--- config.mk ---
export PLATFORM = sky130hd
export DESIGN_NAME = raster_sync_gen
export DESIGN_NICKNAME = d
export VERILOG_FILES = /design/src/rtl/rsg_pkg.sv /design/src/rtl/rsg_cfg_decode.sv /design/src/rtl/rsg_axis.sv /design/src/rtl/rsg_out.sv /design/src/rtl/raster_sync_gen.sv
export SDC_FILE = /design/constraint.sdc
export NUM_CORES = 1
export LEC_CHECK = 0
export BUFFER_PORTS_ARGS = -buffer_cell sky130_fd_sc_hd__buf_2
export CAP_MARGIN = 20
export CORE_ASPECT_RATIO = 2
export CORE_MARGIN = 2
export CORE_UTILIZATION = 50
export CTS_CLUSTER_DIAMETER = 30
export DETAILED_ROUTE_END_ITERATION = 8
export PLACE_DENSITY_LB_ADDON = 0.1
export RECOVER_POWER = 50
export SYNTH_ARGS = -nofsm -noshare
export SYNTH_HDL_FRONTEND = slang
export SYNTH_SLANG_ARGS = --single-unit
export TNS_END_PERCENT = 20
--- constraint.sdc ---
create_clock -name clk -period 15.7 [get_ports clk]
set_input_delay 2.355 -clock clk [delete_from_list [all_inputs] [get_ports clk]]
set_output_delay 2.355 -clock clk [all_outputs]
set_load 0.02 [all_outputs]
--- src/rtl/rsg_pkg.sv ---
package rsg_pkg;
  // default field widths of the packed timing configuration
  localparam int unsigned DEF_WF_W  = 7;   // width in 16-pixel units
  localparam int unsigned DEF_HLO_W = 8;   // horizontal porch low part
  localparam int unsigned DEF_HHI_W = 2;   // horizontal porch high part
  localparam int unsigned DEF_SLO_W = 6;   // hsync width low part
  localparam int unsigned DEF_SHI_W = 4;   // hsync width high part
  localparam int unsigned DEF_VP_W  = 8;   // vertical porches
  localparam int unsigned DEF_VS_W  = 6;   // vsync width
  localparam int unsigned DEF_LLO_W = 10;  // active lines low part
  localparam int unsigned DEF_SHIFT = 4;   // log2 of the width unit

  localparam int unsigned H_MAX = (2 ** DEF_WF_W) * (2 ** DEF_SHIFT)
                                + 2 * (2 ** (DEF_HLO_W + DEF_HHI_W))
                                + 2 ** (DEF_SLO_W + DEF_SHI_W);
  localparam int unsigned V_MAX = 2 ** (DEF_LLO_W + 1)
                                + 2 * (2 ** DEF_VP_W) + 2 ** DEF_VS_W;
  localparam int unsigned CNT_W = $clog2(((H_MAX > V_MAX) ? H_MAX : V_MAX) + 1);

  // segment boundaries of one scan axis, all as counter positions
  typedef struct packed {
    logic [CNT_W-1:0] act_end;   // first position past the active run
    logic [CNT_W-1:0] sync_beg;  // first sync position
    logic [CNT_W-1:0] sync_end;  // first position past sync
    logic [CNT_W-1:0] total;     // positions per axis period
  } rsg_lim_t;
endpackage

--- src/rtl/rsg_cfg_decode.sv ---
module rsg_cfg_decode
  import rsg_pkg::*;
#(
  parameter int unsigned WF_W  = DEF_WF_W,
  parameter int unsigned HLO_W = DEF_HLO_W,
  parameter int unsigned HHI_W = DEF_HHI_W,
  parameter int unsigned SLO_W = DEF_SLO_W,
  parameter int unsigned SHI_W = DEF_SHI_W,
  parameter int unsigned VP_W  = DEF_VP_W,
  parameter int unsigned VS_W  = DEF_VS_W,
  parameter int unsigned LLO_W = DEF_LLO_W,
  parameter int unsigned SHIFT = DEF_SHIFT
) (
  input  logic [WF_W-1:0]  width_m1,
  input  logic [HLO_W-1:0] hfp_lo,
  input  logic [HHI_W-1:0] hfp_hi,
  input  logic [HLO_W-1:0] hbp_lo,
  input  logic [HHI_W-1:0] hbp_hi,
  input  logic [SLO_W-1:0] hsw_lo,
  input  logic [SHI_W-1:0] hsw_hi,
  input  logic [VP_W-1:0]  vfp,
  input  logic [VP_W-1:0]  vbp,
  input  logic [VS_W-1:0]  vsw_m1,
  input  logic [LLO_W-1:0] lines_lo,
  input  logic             lines_ext,
  output rsg_lim_t         h_lim,
  output rsg_lim_t         v_lim
);
  logic [CNT_W-1:0] h_act, h_fp, h_sw, h_bp;
  logic [CNT_W-1:0] v_act, v_fp, v_sw, v_bp;

  // expand the packed fields into plain counts
  always_comb begin
    h_act = (CNT_W'(width_m1) + 1'b1) << SHIFT;
    h_fp  = CNT_W'({hfp_hi, hfp_lo}) + 1'b1;
    h_bp  = CNT_W'({hbp_hi, hbp_lo}) + 1'b1;
    h_sw  = CNT_W'({hsw_hi, hsw_lo}) + 1'b1;
    v_act = CNT_W'({lines_ext, lines_lo}) + 1'b1;
    v_fp  = CNT_W'(vfp);
    v_bp  = CNT_W'(vbp);
    v_sw  = CNT_W'(vsw_m1) + 1'b1;
  end

  // accumulate segment boundaries: active, front porch, sync, back porch
  always_comb begin
    h_lim.act_end  = h_act;
    h_lim.sync_beg = h_act + h_fp;
    h_lim.sync_end = h_lim.sync_beg + h_sw;
    h_lim.total    = h_lim.sync_end + h_bp;
    v_lim.act_end  = v_act;
    v_lim.sync_beg = v_act + v_fp;
    v_lim.sync_end = v_lim.sync_beg + v_sw;
    v_lim.total    = v_lim.sync_end + v_bp;
  end
endmodule

--- src/rtl/rsg_axis.sv ---
module rsg_axis
  import rsg_pkg::*;
(
  input  logic             clk,
  input  logic             rst_n,
  input  logic             clr,
  input  logic             step,
  input  rsg_lim_t         lim,
  output logic [CNT_W-1:0] cnt,
  output logic             in_act,
  output logic             in_sync,
  output logic             sync_last,
  output logic             at_zero
);
  logic wrap;

  // >= so that a shrunk period still folds the counter back
  assign wrap = (cnt >= lim.total - 1'b1);

  always_ff @(posedge clk or negedge rst_n) begin
    if (!rst_n) begin
      cnt <= '0;
    end else if (clr) begin
      cnt <= '0;
    end else if (step) begin
      cnt <= wrap ? '0 : cnt + 1'b1;
    end
  end

  assign in_act    = (cnt < lim.act_end);
  assign in_sync   = (cnt >= lim.sync_beg) && (cnt < lim.sync_end);
  assign sync_last = (cnt == lim.sync_end - 1'b1);
  assign at_zero   = (cnt == '0);
endmodule

--- src/rtl/rsg_out.sv ---
module rsg_out
  import rsg_pkg::*;
(
  input  logic             run,
  input  logic             pix_en,
  input  logic             h_act,
  input  logic             v_act,
  input  logic             h_sync,
  input  logic             v_sync,
  input  logic             h_zero,
  input  logic             v_zero,
  input  logic             hs_inv,
  input  logic             vs_inv,
  input  logic [CNT_W-1:0] hcnt,
  input  logic [CNT_W-1:0] vcnt,
  output logic             hsync,
  output logic             vsync,
  output logic             de,
  output logic [CNT_W-1:0] x,
  output logic [CNT_W-1:0] y,
  output logic             frame_start
);
  // everything idles in the cycle the run control drops
  assign hsync       = (run & h_sync) ^ hs_inv;
  assign vsync       = (run & v_sync) ^ vs_inv;
  assign de          = run & h_act & v_act;
  assign x           = run ? hcnt : '0;
  assign y           = run ? vcnt : '0;
  assign frame_start = run & pix_en & h_zero & v_zero;
endmodule

--- src/rtl/raster_sync_gen.sv ---
module raster_sync_gen
  import rsg_pkg::*;
#(
  parameter int unsigned WF_W  = DEF_WF_W,
  parameter int unsigned HLO_W = DEF_HLO_W,
  parameter int unsigned HHI_W = DEF_HHI_W,
  parameter int unsigned SLO_W = DEF_SLO_W,
  parameter int unsigned SHI_W = DEF_SHI_W,
  parameter int unsigned VP_W  = DEF_VP_W,
  parameter int unsigned VS_W  = DEF_VS_W,
  parameter int unsigned LLO_W = DEF_LLO_W,
  parameter int unsigned SHIFT = DEF_SHIFT
) (
  input  logic             clk,
  input  logic             rst_n,
  input  logic             pix_en,
  input  logic             raster_on,
  input  logic [WF_W-1:0]  width_m1,
  input  logic [HLO_W-1:0] hfp_lo,
  input  logic [HHI_W-1:0] hfp_hi,
  input  logic [HLO_W-1:0] hbp_lo,
  input  logic [HHI_W-1:0] hbp_hi,
  input  logic [SLO_W-1:0] hsw_lo,
  input  logic [SHI_W-1:0] hsw_hi,
  input  logic [VP_W-1:0]  vfp,
  input  logic [VP_W-1:0]  vbp,
  input  logic [VS_W-1:0]  vsw_m1,
  input  logic [LLO_W-1:0] lines_lo,
  input  logic             lines_ext,
  input  logic             hs_inv,
  input  logic             vs_inv,
  output logic             hsync,
  output logic             vsync,
  output logic             de,
  output logic [CNT_W-1:0] x,
  output logic [CNT_W-1:0] y,
  output logic             frame_start
);
  rsg_lim_t         h_lim, v_lim;
  logic [CNT_W-1:0] hcnt, vcnt;
  logic             h_act, h_sync, h_sync_last, h_zero;
  logic             v_act, v_sync, v_sync_last, v_zero;
  logic             h_step, v_step, clr;

  assign clr    = ~raster_on;
  assign h_step = raster_on & pix_en;
  // line advances on the step that ends horizontal sync
  assign v_step = h_step & h_sync_last;

  rsg_cfg_decode #(
    .WF_W(WF_W), .HLO_W(HLO_W), .HHI_W(HHI_W), .SLO_W(SLO_W),
    .SHI_W(SHI_W), .VP_W(VP_W), .VS_W(VS_W), .LLO_W(LLO_W), .SHIFT(SHIFT)
  ) u_dec (
    .width_m1 (width_m1),
    .hfp_lo   (hfp_lo),
    .hfp_hi   (hfp_hi),
    .hbp_lo   (hbp_lo),
    .hbp_hi   (hbp_hi),
    .hsw_lo   (hsw_lo),
    .hsw_hi   (hsw_hi),
    .vfp      (vfp),
    .vbp      (vbp),
    .vsw_m1   (vsw_m1),
    .lines_lo (lines_lo),
    .lines_ext(lines_ext),
    .h_lim    (h_lim),
    .v_lim    (v_lim)
  );

  rsg_axis u_hax (
    .clk      (clk),
    .rst_n    (rst_n),
    .clr      (clr),
    .step     (h_step),
    .lim      (h_lim),
    .cnt      (hcnt),
    .in_act   (h_act),
    .in_sync  (h_sync),
    .sync_last(h_sync_last),
    .at_zero  (h_zero)
  );

  rsg_axis u_vax (
    .clk      (clk),
    .rst_n    (rst_n),
    .clr      (clr),
    .step     (v_step),
    .lim      (v_lim),
    .cnt      (vcnt),
    .in_act   (v_act),
    .in_sync  (v_sync),
    .sync_last(v_sync_last),
    .at_zero  (v_zero)
  );

  rsg_out u_out (
    .run        (raster_on),
    .pix_en     (pix_en),
    .h_act      (h_act),
    .v_act      (v_act),
    .h_sync     (h_sync),
    .v_sync     (v_sync),
    .h_zero     (h_zero),
    .v_zero     (v_zero),
    .hs_inv     (hs_inv),
    .vs_inv     (vs_inv),
    .hcnt       (hcnt),
    .vcnt       (vcnt),
    .hsync      (hsync),
    .vsync      (vsync),
    .de         (de),
    .x          (x),
    .y          (y),
    .frame_start(frame_start)
  );

  // last vertical sync line needs no consumer at this level
  logic unused_ok;
  assign unused_ok = v_sync_last;
endmodule

==> results of run 1 <==
[logic make-up (layout without fill, tap and decap cells)]
family,Yosys count,after routing,synth area share (%)
other cells,1,2,0.0488
fa+ha+maj,184,184,30.3
flops,26,26,8.47
compound gates,201,201,17.8
simple gates,286,286,20.4
mux,10,10,1.32
buf+inv,128,224,6.25
xor+xnor,128,128,15.4
[worst max-delay path, stage by stage]
cell       delay, ns
buf_2           0.12
ha_1            0.23
nand3_1         0.11
xnor2_1         0.12
ha_1            0.21
inv_1           0.07
fa_1            0.41
nor2b_1         0.12
o21ai_0         0.13
a21boi_0        0.34
o21ai_0         0.12
nand2b_1        0.09
xor2_1          0.08
ha_1            0.36
nand3_1         0.10
o31ai_1         0.33
nor2_1          0.09
nor2_2          0.13
xor2_2          0.23
ha_1            0.28
a2111oi_0       0.39
o21ai_0         0.15
a31oi_1         0.20
xor2_1          0.15
buf_2           0.17
[registers in the layout, summed over array words and instances, names as in the netlist]
register,count
u_hax.cnt,13
u_vax.cnt,13
[layout make-up]
| cell class | instances | share of cell area, % |
|---|---|---|
| tap | 198 | 2.92 |
| multi-input combinational | 811 | 77.3 |
| timing repair buffer | 107 | 6.22 |
| clock buffer | 3 | 0.885 |
| sequential | 26 | 7.67 |
| inverter | 114 | 5.04 |
[Yosys cell counts, drive strengths merged (3+ instances only)]
master and n:
maj3 6, or3 5, a21oi 49, o21a 17
and3 21, fa 6, dfrtp 26, a211oi 11
mux2i 9, a22o 3, nor2 44, xor2 59
nand2 60, o31ai 4, inv 114, nor2b 13
a21o 28, ha 172, nor4b 5, clkbuf 13
o21ai 33, nor4 7, nand3 50, or2 5
o211ai 6, a31oi 14, a32o 4, a211o 3
and4 6, nand2b 26, o21bai 6, and2 18
nor3 7, xnor2 67, nor3b 7, nand4 7
[how the worst min path moves through the flow]
stage | start | end | slack, ns
final | u_hax.cnt[0] | u_hax.cnt[0] | 0.63
after global routing | u_hax.cnt[0] | u_hax.cnt[0] | 0.65
after CTS | u_hax.cnt[0] | u_hax.cnt[0] | 0.62
after detailed placement | u_hax.cnt[0] | u_hax.cnt[0] | 0.61
after global placement | u_hax.cnt[0] | u_hax.cnt[0] | 0.59
after floorplan | u_hax.cnt[0] | u_hax.cnt[0] | 0.57
[power by group]
part	total [mW]	internal, mW	switching [mW]
Sequential	0.0734	0.0682	0.00515
Combinational	0.722	0.325	0.397
Clock	0.0562	0.0337	0.0225
[metrics by stage]
step           area (um2)  power (mW)  cells
2_1_floorplan        7690       0.654    965
3_3_place_gp         8420       0.776   1256
3_5_place_dp         8420       0.792   1256
4_1_cts              8500       0.856   1259
5_1_grt              8490       0.975   1259
6_report             8490       0.851   1259
[layer usage]
layer	wire length (um)	vias up	track usage, %	part of all wire [%]
li1	-	3599	-	-
met1	9430	3119	34.0	51
met2	8260	119	37.3	45
met3	559	6	1.47	3.0
met4	91	0	1.26	0.50
met5	0	-	0	0
==> flow_metrics.env, run 1 <==
export IMPL_die_y_um=179
export IMPL_layout_common_cells="ha_1 (172), inv_1 (114), buf_2 (95)"
export IMPL_start_util_pct=50.8
export IMPL_synth_top_cell_by_area="ha_1"
export IMPL_drive_above_1_share_pct=11.8
export IMPL_p_leak_nw=4.63
export IMPL_cts_made_buffers=3
export IMPL_post_cts_buffers=0
export IMPL_cts_tree="done"
export IMPL_rows=64
export IMPL_cts_resized=0
export IMPL_fin_ws_ns=6.25
export IMPL_ant_nets=0
export IMPL_multi_input_area_um2=6560
export IMPL_routedWlPerCell_um=14.6
export IMPL_synthToLayoutAreaGrowth_pct=10.4
export IMPL_wirelength_mm=18.3
export IMPL_synth_edff_count=0
export IMPL_overflow=0
export IMPL_drt_initial_drc_count=271
export IMPL_io_pins=106
export IMPL_setup_viol=0
export IMPL_timing_final_crit_share_pct=60.2
export IMPL_relSlewSlack_pct=2.99
export IMPL_synth_area_um2=7680
export IMPL_dr_pass1_iters=5
export IMPL_yosysWarnings=0
export IMPL_num_antenna_cells=0
export IMPL_powerDensity_nw_per_um2=100
export IMPL_synth_area_top_cells="ha_1 (28%), dfrtp_1 (8.5%), xnor2_1 (7.4%)"
export IMPL_drc=0
export IMPL_fmax_ghz=0.106
export IMPL_grt_pass1_wl_mm=31.3
export IMPL_layout_commonest_cell="ha_1"
export IMPL_async_flop_share_pct=100
export IMPL_cts_hold_buf=0
export IMPL_syn_instance_count=964
export IMPL_grt_use_total_pct=22.6
export IMPL_dp_final_hpwl_mm=15.3
export IMPL_r2r_cells=12
export IMPL_rsz0062_at_grt="no"
export IMPL_portBuffers=105
export IMPL_worstPathMaxFanout=6
export IMPL_peakVddDrop_v=0.0000941
export IMPL_viasPerCell=5.44
export IMPL_ys_flop_type="dfrtp_1"
export IMPL_finalSetupTns_ns=0
export IMPL_cp_required_ns=13.35
export IMPL_fillCellCount=1476
export IMPL_r2r_end="u_vax.cnt[6]"
export IMPL_cts_sinks=26
export IMPL_die_width_um=91.7
export IMPL_drv_slew=0
export IMPL_avgSynthCellArea_um2=7.97
export IMPL_path_clk_slew_ns=0.06
export IMPL_critical_path_class="input pin to primary output"
export IMPL_fin_util_pct=56.1
export IMPL_routabilityCongestion=0.850
export IMPL_synth_top_area_share_pct=28.0
export IMPL_status="complete, no violations"
export IMPL_die_area_um2=16400
export IMPL_cp_data_arrival_time_ns=7.10
export IMPL_maxCapViolations=0
export IMPL_dp_slack_ns=6.23
export IMPL_postSynthRegisterBits=26
export IMPL_cts_root_buf="clkbuf_16"
export IMPL_endpoint="hsync"
export IMPL_insertion_delay_ns=0.26
export IMPL_via_count=6843
export IMPL_finalHoldViolCount=0
export IMPL_register_area_um2=651
export IMPL_grt_pass1_vias=6525
export IMPL_cp_end_kind="primary output"
export IMPL_core_area_um2=15100
export IMPL_grt_start_max_net_pins=30
export IMPL_min_path_type="flip-flop to flip-flop"
export IMPL_start_kind="input pin"
export IMPL_htreeDepth=1
export IMPL_skew_ns=0.00196
export IMPL_cts_max_path_buffers=2
export IMPL_fin_crit_ns=9.45
export IMPL_seq_area_frac_synth_pct=8.47
export IMPL_holdWs_ns=0.627
export IMPL_regToRegSetupSlack_ns=12.77
export IMPL_antenna_found_initial=0
export IMPL_final_nets=1317
export IMPL_synth_cell_types=77
export IMPL_worst_pin_slew_ns=1.46
export IMPL_hold_path_depth=1
export IMPL_r2r_start="u_vax.cnt[0]"
export IMPL_critPathLaunch="hfp_lo[0]"
Note: power is estimated with default switching activity, not from simulation.
==> run 2, diff against run 1 <==
Clock period 15.7 ns to 8 ns, I/O delays scaled along.
==> flow_metrics.env, run 2 (synthesis results as in run 1) <==
export IMPL_min_to="u_hax.cnt[0]"
export IMPL_synthToLayoutAreaGrowth_pct=10.5
export IMPL_cp_data_arrival_time_ns=5.93
export IMPL_num_antenna_cells=0
export IMPL_portBuffers=105
export IMPL_viasPerCell=5.55
export IMPL_post_cts_buffers=0
export IMPL_ant_nets=0
export IMPL_routabilityCongestion=0.857
export IMPL_grt_start_max_net_pins=30
export IMPL_setup_viol=0
export IMPL_hold_path_depth=1
export IMPL_regToRegSetupSlack_ns=5.05
export IMPL_fmax_ghz=0.140
export IMPL_insertion_delay_ns=0.26
export IMPL_cts_max_path_buffers=2
export IMPL_maxCapViolations=0
export IMPL_cts_hold_buf=0
export IMPL_grt_pass1_vias=6571
export IMPL_path_clk_slew_ns=0.07
export IMPL_core_area_um2=15100
export IMPL_routedWlPerCell_um=14.8
export IMPL_top_regs="u_hax.cnt (13), u_vax.cnt (13)"
export IMPL_antenna_found_initial=0
export IMPL_drt_initial_drc_count=299
export IMPL_htreeDepth=1
export IMPL_fin_cells=1259
export IMPL_grt_pass1_wl_mm=30.8
export IMPL_dp_slack_ns=0.853
export IMPL_r2r_end="u_vax.cnt[9]"
export IMPL_dr_pass1_iters=5
export IMPL_overflow=0
export IMPL_fin_util_pct=56.1
export IMPL_design_area_um2=8490
export IMPL_powerDensity_nw_per_um2=198
export IMPL_cts_root_buf="clkbuf_16"
export IMPL_p_leak_nw=4.64
export IMPL_holdWs_ns=0.614
export IMPL_worstPathMaxFanout=6
export IMPL_die_area_um2=16400
export IMPL_drv_slew=0
export IMPL_timing_final_crit_share_pct=89.1
export IMPL_worst_pin_slew_ns=1.45
export IMPL_final_nets=1317
export IMPL_drc=0
export IMPL_die_width_um=91.7
export IMPL_rows=64
export IMPL_start_kind="input pin"
export IMPL_cp_required_ns=6.80
export IMPL_place_inst=1256
export IMPL_relSlewSlack_pct=3.21
export IMPL_rsz0062_at_grt="no"
export IMPL_layout_commonest_cell="ha_1"
export IMPL_grt_use_total_pct=22.5
export IMPL_r2r_start="u_vax.cnt[0]"
export IMPL_power_mw=1.68
export IMPL_post_dp_cell_area_um2=8420
export IMPL_peakVddDrop_v=0.000171
export IMPL_finalSetupTns_ns=0
export IMPL_layout_common_cells="ha_1 (172), inv_1 (114), buf_2 (98)"
export IMPL_critical_path_class="input pin to primary output"
export IMPL_fillCellCount=1473
export IMPL_dp_final_hpwl_mm=15.5
export IMPL_cts_made_buffers=3
export IMPL_via_count=6984
export IMPL_wirelength_mm=18.7
export IMPL_io_pins=106
export IMPL_status="complete, no violations"
export IMPL_cts_sinks=26
export IMPL_hp_start="u_hax.cnt[0]"
export IMPL_start_util_pct=50.8
export IMPL_drive_above_1_share_pct=12.1
export IMPL_min_path_type="flip-flop to flip-flop"
export IMPL_finalHoldViolCount=0
export IMPL_fin_crit_ns=7.13
export IMPL_fin_ws_ns=0.868
export IMPL_die_y_um=179
export IMPL_skew_ns=0.00522
export IMPL_cts_tree="done"
export IMPL_r2r_cells=12
export IMPL_cts_resized=0
export IMPL_cp_end_kind="primary output"
## run 2: cell types whose count changed in the layout (fill, tap and decap cells not counted)
cell,before,now
and2_0,6,9
and2_1,12,9
buf_2,95,98
clkbuf_1,10,7
## run 2: how the worst max path moves through the flow
stage               from     to  slack, ns  cells past startpoint
2_1_floorplan  hfp_lo[0]  hsync       1.31                     19
3_3_place_gp   hfp_lo[0]  hsync       0.95                     21
3_5_place_dp   hfp_lo[0]  hsync       0.85                     21
4_1_cts        hfp_lo[2]  hsync       0.87                     24
5_1_grt        hfp_lo[2]  hsync       0.34                     24
6_report       hfp_lo[0]  hsync       0.87                     21
## run 2: layer usage
layer	up-vias	routed length (um)	global-route usage, %
li1	3597	-	-
met1	3258	9430	32.9
met2	122	8600	37.5
met3	7	587	1.77
met4	0	73	2.08
met5	-	0	0
## run 2: worst max-delay path, cell delays in order
cell and delay [ns]:
buf_2 0.12, ha_1 0.23, nand3_1 0.10, xnor2_1 0.12, ha_1 0.20, inv_1 0.06, fa_1 0.51, inv_1 0.05
ha_1 0.26, or3_4 0.41, o22ai_1 0.19, xor2_1 0.42, ha_1 0.34, a21o_1 0.19, a21oi_1 0.12, o21ai_0 0.13
maj3_1 0.38, maj3_1 0.35, a31oi_1 0.21, xor2_1 0.15, buf_2 0.17
## run 2: layout make-up
type	count	area (um2)	share of cell area, %
Clock buffer	3	75.1	0.884
Tap cell	198	248	2.92
Multi-Input combinational cell	811	6560	77.2
Sequential cell	26	651	7.66
Timing Repair Buffer	107	532	6.26
Inverter	114	428	5.04
## run 2: power by group
group | total, mW | internal, mW | leakage (nW) | switching, mW
Sequential | 0.144 | 0.134 | 0.362 | 0.00989
Clock | 0.112 | 0.0664 | 0.0370 | 0.0457
Combinational | 1.42 | 0.639 | 4.24 | 0.783
Total | 1.68 | 0.840 | 4.64 | 0.838
==> run 3, diff against run 2 <==
Settings changed: RECOVER_POWER 50 to unset.
==> flow_metrics.env, run 3 (synthesis results as in run 1) <==
export IMPL_status="complete, no violations"
export IMPL_routabilityCongestion=0.857
export IMPL_power_mw=1.68
export IMPL_p_leak_nw=4.68
export IMPL_cpMostUsedCell="ha_1"
export IMPL_drt_initial_drc_count=282
export IMPL_cts_root_buf="clkbuf_16"
export IMPL_relSlewSlack_pct=59.2
export IMPL_cts_resized=0
export IMPL_grt_use_total_pct=22.5
export IMPL_crit_chain="buf_2, ha_1, nand3_1, xnor2_1, ha_1, inv_1, fa_1, inv_1, ha_1, or3_4, o22ai_1, xor2_1, ha_1, a21o_1, a21oi_1, o21ai_0, maj3_1, maj3_1, a31oi_1, xor2_1, buf_2"
export IMPL_cp_slowest_cell="fa_1"
export IMPL_critical_path_class="input pin to primary output"
export IMPL_min_path_type="flip-flop to flip-flop"
export IMPL_top_regs="u_hax.cnt (13), u_vax.cnt (13)"
export IMPL_cp_end_kind="primary output"
export IMPL_overflow=0
export IMPL_powerDensity_nw_per_um2=197
export IMPL_cp_data_arrival_time_ns=5.94
export IMPL_regToRegSetupSlack_ns=5.05
export IMPL_num_antenna_cells=0
export IMPL_viasPerCell=5.56
export IMPL_worst_path_stages=21
export IMPL_grt_start_max_net_pins=30
export IMPL_drv_slew=0
export IMPL_die_y_um=179
export IMPL_ant_nets=0
export IMPL_portBuffers=105
export IMPL_layout_commonest_cell="ha_1"
export IMPL_drc=0
export IMPL_r2r_end="u_vax.cnt[9]"
export IMPL_fmax_ghz=0.140
export IMPL_cts_made_buffers=3
export IMPL_r2r_start="u_vax.cnt[0]"
export IMPL_skew_ns=0.00478
export IMPL_maxCapViolations=0
export IMPL_antenna_found_initial=0
export IMPL_timing_final_crit_share_pct=89.2
export IMPL_synthToLayoutAreaGrowth_pct=10.6
export IMPL_cts_hold_buf=0
export IMPL_layout_common_cells="ha_1 (172), inv_1 (114), buf_2 (105)"
export IMPL_cts_sinks=26
export IMPL_grt_pass1_vias=6571
export IMPL_dp_final_hpwl_mm=15.5
export IMPL_htreeDepth=1
export IMPL_cts_tree="done"
export IMPL_routedWlPerCell_um=14.8
export IMPL_worstPathMaxFanout=6
export IMPL_setup_viol=0
export IMPL_finalSetupTns_ns=0
export IMPL_dr_pass1_iters=6
export IMPL_rows=64
export IMPL_finalHoldViolCount=0
export IMPL_insertion_delay_ns=0.26
export IMPL_io_pins=106
export IMPL_cp_required_ns=6.80
export IMPL_cts_max_path_buffers=2
export IMPL_r2r_cells=12
export IMPL_start_util_pct=50.8
export IMPL_wirelength_mm=18.7
export IMPL_path_clk_slew_ns=0.06
export IMPL_grt_pass1_wl_mm=30.8
export IMPL_via_count=6995
export IMPL_worst_pin_slew_ns=0.610
export IMPL_cp_top_family="adder cells"
export IMPL_core_area_um2=15100
export IMPL_fillCellCount=1469
export IMPL_drive_above_1_share_pct=12.7
export IMPL_post_cts_buffers=0
export IMPL_peakVddDrop_v=0.000171
export IMPL_endpoint="hsync"
export IMPL_rsz0062_at_grt="no"
export IMPL_max_stage_delay_ns=0.51
export IMPL_final_nets=1317
export IMPL_fin_crit_ns=7.14
export IMPL_critPathLaunch="hfp_lo[0]"
export IMPL_start_kind="input pin"
export IMPL_die_area_um2=16400
export IMPL_die_width_um=91.7
export IMPL_cp_num_buf_inv=4
run 3: cell count changes in the layout (fill, tap and decap cells not counted), sizes merged:
cell	before	now
buf	100	107
clkbuf	10	3
run 3: how the worst min path moves through the flow:
stage                 startpoint      endpoint  depth (start not counted)
floorplan           u_hax.cnt[0]  u_hax.cnt[0]                          1
CTS                 u_hax.cnt[0]  u_hax.cnt[0]                          1
finish              u_hax.cnt[0]  u_hax.cnt[0]                          1
global route        u_hax.cnt[0]  u_hax.cnt[0]                          1
global placement    u_hax.cnt[0]  u_hax.cnt[0]                          1
detailed placement  u_hax.cnt[0]  u_hax.cnt[0]                          1
run 3: where the power goes:
part	internal (mW)	switching, mW	leakage (nW)	total (mW)
clock network	0.0663	0.0451	0.0370	0.111
registers	0.134	0.00972	0.362	0.144
logic	0.639	0.782	4.28	1.42
total	0.839	0.837	4.68	1.68
run 3: layout make-up:
| type | count | area [um2] | share of cell area [%] |
|---|---|---|---|
| multi-input cells | 811 | 6560 | 77.2 |
| inverters | 114 | 428 | 5.03 |
| clock buffers | 3 | 75.1 | 0.883 |
| repair buffers | 107 | 541 | 6.36 |
| well taps | 198 | 248 | 2.91 |
| flip-flops and latches | 26 | 651 | 7.65 |
run 3: through the flow:
stage / instances / util (%) / hold slack [ns] / area (um2) / setup slack, ns
final: 1259 / 56.2 / 0.615 / 8500 / 0.865
after global routing: 1259 / 56.2 / 0.655 / 8500 / 0.343
after CTS: 1259 / 56.2 / 0.615 / 8500 / 0.874
after detailed placement: 1256 / 55.7 / 0.598 / 8420 / 0.853
after global placement: 1256 / 55.7 / 0.587 / 8420 / 0.953
after floorplan: 965 / - / 0.568 / 7690 / 1.31
run 3: worst reg2reg max path, cell delays in order (launching register included):
cell	delay, ns
dfrtp_1	0.51
inv_1	0.21
ha_1	0.32
nand2b_1	0.14
a21o_1	0.17
a21o_1	0.16
a21o_1	0.18
a21oi_1	0.22
o31ai_1	0.12
a31oi_1	0.18
buf_4	0.24
nor3b_1	0.23
a32o_1	0.21
run 3: per-layer routing:
| layer | vias up | GRT usage (%) | share of wire (%) |
|---|---|---|---|
| met3 | 7 | 1.77 | 3.6 |
| met1 | 3258 | 32.9 | 50 |
| li1 | 3598 | - | - |
| met4 | 0 | 2.08 | 0.39 |
| met5 | - | 0 | 0 |
| met2 | 132 | 37.5 | 46 |
